===== config.mk =====
export PLATFORM = sky130hd
export DESIGN_NAME = step_avg_filter
export DESIGN_NICKNAME = d
export VERILOG_FILES = /design/src/rtl/step_avg_filter.sv
export SDC_FILE = /design/constraint.sdc
export NUM_CORES = 1
export LEC_CHECK = 0
export BUFFER_PORTS_ARGS = -buffer_cell sky130_fd_sc_hd__clkbuf_2
export CORE_MARGIN = 1
export CORE_UTILIZATION = 55
export CTS_CLUSTER_DIAMETER = 200
export CTS_CLUSTER_SIZE = 16
export DETAILED_ROUTE_END_ITERATION = 6
export HOLD_SLACK_MARGIN = 0.02
export PLACE_DENSITY = 0.72
export SLEW_MARGIN = 0
export SYNTH_ARGS = -nofsm -noshare
export SYNTH_HDL_FRONTEND = slang
export SYNTH_SLANG_ARGS = --single-unit

===== constraint.sdc =====
create_clock -name clk -period 13.8 [get_ports clk]
set_clock_uncertainty 0.2 [all_clocks]
set_input_delay 0.69 -clock clk [delete_from_list [all_inputs] [get_ports clk]]
set_output_delay 0.69 -clock clk [all_outputs]
set_load 0.005 [all_outputs]

===== src/rtl/step_avg_filter.sv =====
module step_avg_filter #(
  parameter int DW    = 16,
  parameter int LGMAX = 4
) (
  input  logic                 clk,
  input  logic                 rst_n,
  input  logic                 avg_en,
  input  logic                 step_det,
  input  logic                 fir_settled,
  input  logic                 smp_valid,
  input  logic signed [DW-1:0] smp_data,
  input  logic signed [DW-1:0] fir_data,
  output logic signed [DW-1:0] out_data,
  output logic                 steady
);
  localparam int DEPTH = 1 << LGMAX;
  localparam int SW    = DW + LGMAX;
  localparam int CW    = LGMAX + 1;

  logic                 mode_q;
  logic [CW-1:0]        cnt_q;
  logic signed [DW-1:0] hist_q [DEPTH];
  logic signed [SW-1:0] sum_q  [1:LGMAX];
  logic signed [SW-1:0] avg_full;
  int                   lg;

  always_comb begin
    lg = 1;
    for (int k = 2; k <= LGMAX; k++)
      if (int'(cnt_q) >= (1 << k)) lg = k;
    avg_full = sum_q[lg] >>> lg;
  end

  assign steady   = !(avg_en && mode_q);
  assign out_data = steady ? fir_data : avg_full[DW-1:0];

  always_ff @(posedge clk) begin
    if (!rst_n || (avg_en && step_det)) begin
      mode_q <= rst_n;
      cnt_q  <= '0;
      for (int i = 0; i < DEPTH; i++) hist_q[i] <= '0;
      for (int k = 1; k <= LGMAX; k++) sum_q[k] <= '0;
    end else if (!avg_en) begin
      mode_q <= 1'b0;
    end else if (mode_q) begin
      if (fir_settled) begin
        mode_q <= 1'b0;
      end else if (smp_valid) begin
        hist_q[0] <= smp_data;
        for (int i = 1; i < DEPTH; i++) hist_q[i] <= hist_q[i-1];
        for (int k = 1; k <= LGMAX; k++)
          sum_q[k] <= sum_q[k] + SW'(smp_data) - SW'(hist_q[(1 << k) - 1]);
        if (int'(cnt_q) < DEPTH) cnt_q <= cnt_q + 1'b1;
      end
    end
  end
endmodule



==> results.cfg <==
[finish]
fin_nets = 1821
drive_above_1_share = 0.0665
areaGrowthSynthToFinish_pct = 6.90
antenna_cells = 0
stdcell_area_mm2 = 0.0198
instances_no_fill = 2081

[worst_setup_path]
critPathLaunchType = flop
cp_slowest_cell = nand2_4
cpMostUsedCell = buf_4
cp-end-kind = flop
crit_fanout = 84
critical_path.cell_chain = and2_1, nand3_1, nand2_4, buf_4, buf_4
crit_required_ns = 13.75
crit_type = reg2reg
crit_family = buffers and inverters
slowest_delay_ns = 0.94
arrival_ns = 4.20
crit_buf_inv = 2

[clocking]
clkTransAtPathRegs_ns = 0.07
ctsHtreeMaxLevel = 1
post_cts_buffers = 0
cts-root-buf = clkbuf_16
numCtsBuffers = 24
clock_sinks = 336
clk_latency_ns = 0.54
cts-resized-gates = 0
cts-hold-fix-buffers = 0
cts_tree = built
clockBufferDepth = 3

[grt]
antenna_found_initial = 0
grt_overflow_total = 0
grt_pass1_wl_um = 61400
grt_max_degree = 122
grt_pass1_vias = 11400
track_usage = 0.231

[logic_synthesis]
synth-seq-area-share = 0.542
synth_area_mm2 = 0.0185
synth_area_leader_cell = edfxtp_1
ys_ff_latch = 336
async_flop_share = 0
syn_nets = 1810
syn_avg_cell_area_um2 = 11.4
synth_top_area_share = 0.535
ys_types = 59
synth_flop_cell = edfxtp_1
synthTopCellsByArea = edfxtp_1 (54%), and3_1 (8.6%), fa_1 (7.9%)
synth-edff-count = 330
synthCells = 1619
yosysWarnings = 0

[routing]
dr.pass1.iters = 5
drc = 0
routed_via_density = 5.72
first_iter_violations = 1066
ant_nets = 0
num_vias = 11900
drt_wl_total_um = 38800
route.detailed.wl_per_inst_um = 18.6

[sta]
setup_tns_ns = 0
tightest_slew_ns = 1.14
final-setup-viol-count = 0
relSlewSlack = 0.239
period_share = 0.308
fmax_mhz = 235
slew_viol_final = 0
period_needed_ns = 4.25
rsz0062_at_grt = no
final_hold_viol_count = 0
holdWs_ns = 0.200

[place]
hpwl_um = 26300
dp.cells = 2046
portBuffers = 54
gp_congestion = 0.964
placed_cell_area_mm2 = 0.0191

[pwr]
powerDensity_mw_per_mm2 = 120
p_leak_nw = 9.13
irDropWorstVdd_v = 0.000104

[die]
core_mm2 = 0.0329
die-area_mm2 = 0.0344
die_w_um = 185
start_util = 0.563
rows = 66
io_pins = 55
fp.dieH_um = 185

[outcome]
status = finished, final reports clean

[hold_path]
hold_path_class = in2reg

[flow_run]
max-cap-violations = 0
## final cells by class
type / instances / area, um^2
well taps: 442 / 553
multi-input cells: 949 / 7240
clock buffers: 35 / 663
repair buffers: 66 / 360
inverters: 253 / 950
flip-flops and latches: 336 / 10000
fillers: 2635 / 13100
## where the power goes
group	switching [mW]	internal, mW
sequential	0.0240	1.18
clock	0.329	0.330
combinational	0.314	0.201
total	0.667	1.71
## layer usage
metal / global-route usage / part of all wire / up-vias
met5: 0 / 0 / -
met4: 0.0463 / 0.017 / 0
met3: 0.0290 / 0.064 / 46
met2: 0.364 / 0.46 / 345
met1: 0.344 / 0.46 / 5848
li1: - / - / 5671
## path summary, 6_finish.rpt
path                                     start                           to  slack, ns  cells after the start
worst max register to register  mode_q$_DFF_P_  hist_q[0][70]$_SDFFCE_PN0P_       9.55                      5
worst min register to register  mode_q$_DFF_P_               mode_q$_DFF_P_       0.30                      2
worst min-delay path                  step_det               mode_q$_DFF_P_       0.20                      3
worst max-delay path            mode_q$_DFF_P_  hist_q[0][70]$_SDFFCE_PN0P_       9.55                      5
## state kept, by name, indices dropped and copies added, names as in the netlist
| name | cells |
|---|---|
| mode_q | 1 |
| cnt_q | 5 |
| sum_q | 74 |
| hist_q | 256 |
## cell usage after synthesis (9+ instances only)
cell / instances
fa_1: 73
edfxtp_1: 330
nand3_1: 16
o21a_1: 9
and3_1: 254
nor2_1: 128
ha_1: 80
o21ai_0: 46
nand2_1: 46
xor2_1: 29
a211oi_1: 36
a21o_1: 20
clkbuf_1: 78
a21oi_1: 54
xnor2_1: 19
inv_1: 253
nor3_1: 28
## tightest hold or removal path: stages
cell and delay, ns:
clkbuf_2 0.10, a21oi_1 0.04, nor2_1 0.06
## cells by family (layout without fill, tap and decap cells)
group / after synthesis / after routing / share of synthesized area
AOI/OAI and AO/OA: 221 / 221 / 0.0797
xor gates and xnor gates: 48 / 48 / 0.0227
and+or+nand+nor: 519 / 519 / 0.150
buffers and inverters: 334 / 354 / 0.0685
adders and majority gates: 153 / 153 / 0.133
DFF: 336 / 336 / 0.542
muxes: 8 / 8 / 0.00439
## cells in the final DEF (no fill, tap or decap), types with 3 or more instances in the layout
cell,Yosys,final
clkbuf_1,78,10
xnor2_1,19,19
nand2_1,46,43
nor2_1,128,128
o22ai_1,3,3
inv_1,253,253
a2111o_1,3,3
dfxtp_1,6,6
fa_1,73,73
a211oi_1,36,36
o211ai_1,4,4
o2111ai_1,4,4
and2_1,8,7
a221oi_1,3,3
nand4_1,8,8
and3_1,254,253
a21o_1,20,20
a31oi_1,6,6
o21a_1,9,9
ha_1,80,80
nor3_1,28,28
a21boi_0,4,4
edfxtp_1,330,330
clkbuf_16,0,25
or3_1,8,8
mux2i_1,7,7
nor2b_1,6,6
nor3b_1,7,7
a41oi_1,4,4
nand3_1,16,16
buf_4,0,12
o21ai_0,46,46
clkbuf_2,0,54
xor2_1,29,29
a21oi_1,54,54
o21bai_1,5,5
## per-stage QoR
stage	power, mW	worst slack (ns)	util
finish	2.38	9.55	0.602
global placement	1.72	9.10	0.582
floorplan	1.63	4.32	-
CTS	2.39	9.52	0.602
global route	2.50	9.21	0.602
detailed placement	1.73	9.04	0.582
Note: power is estimated with default switching activity, not from simulation.
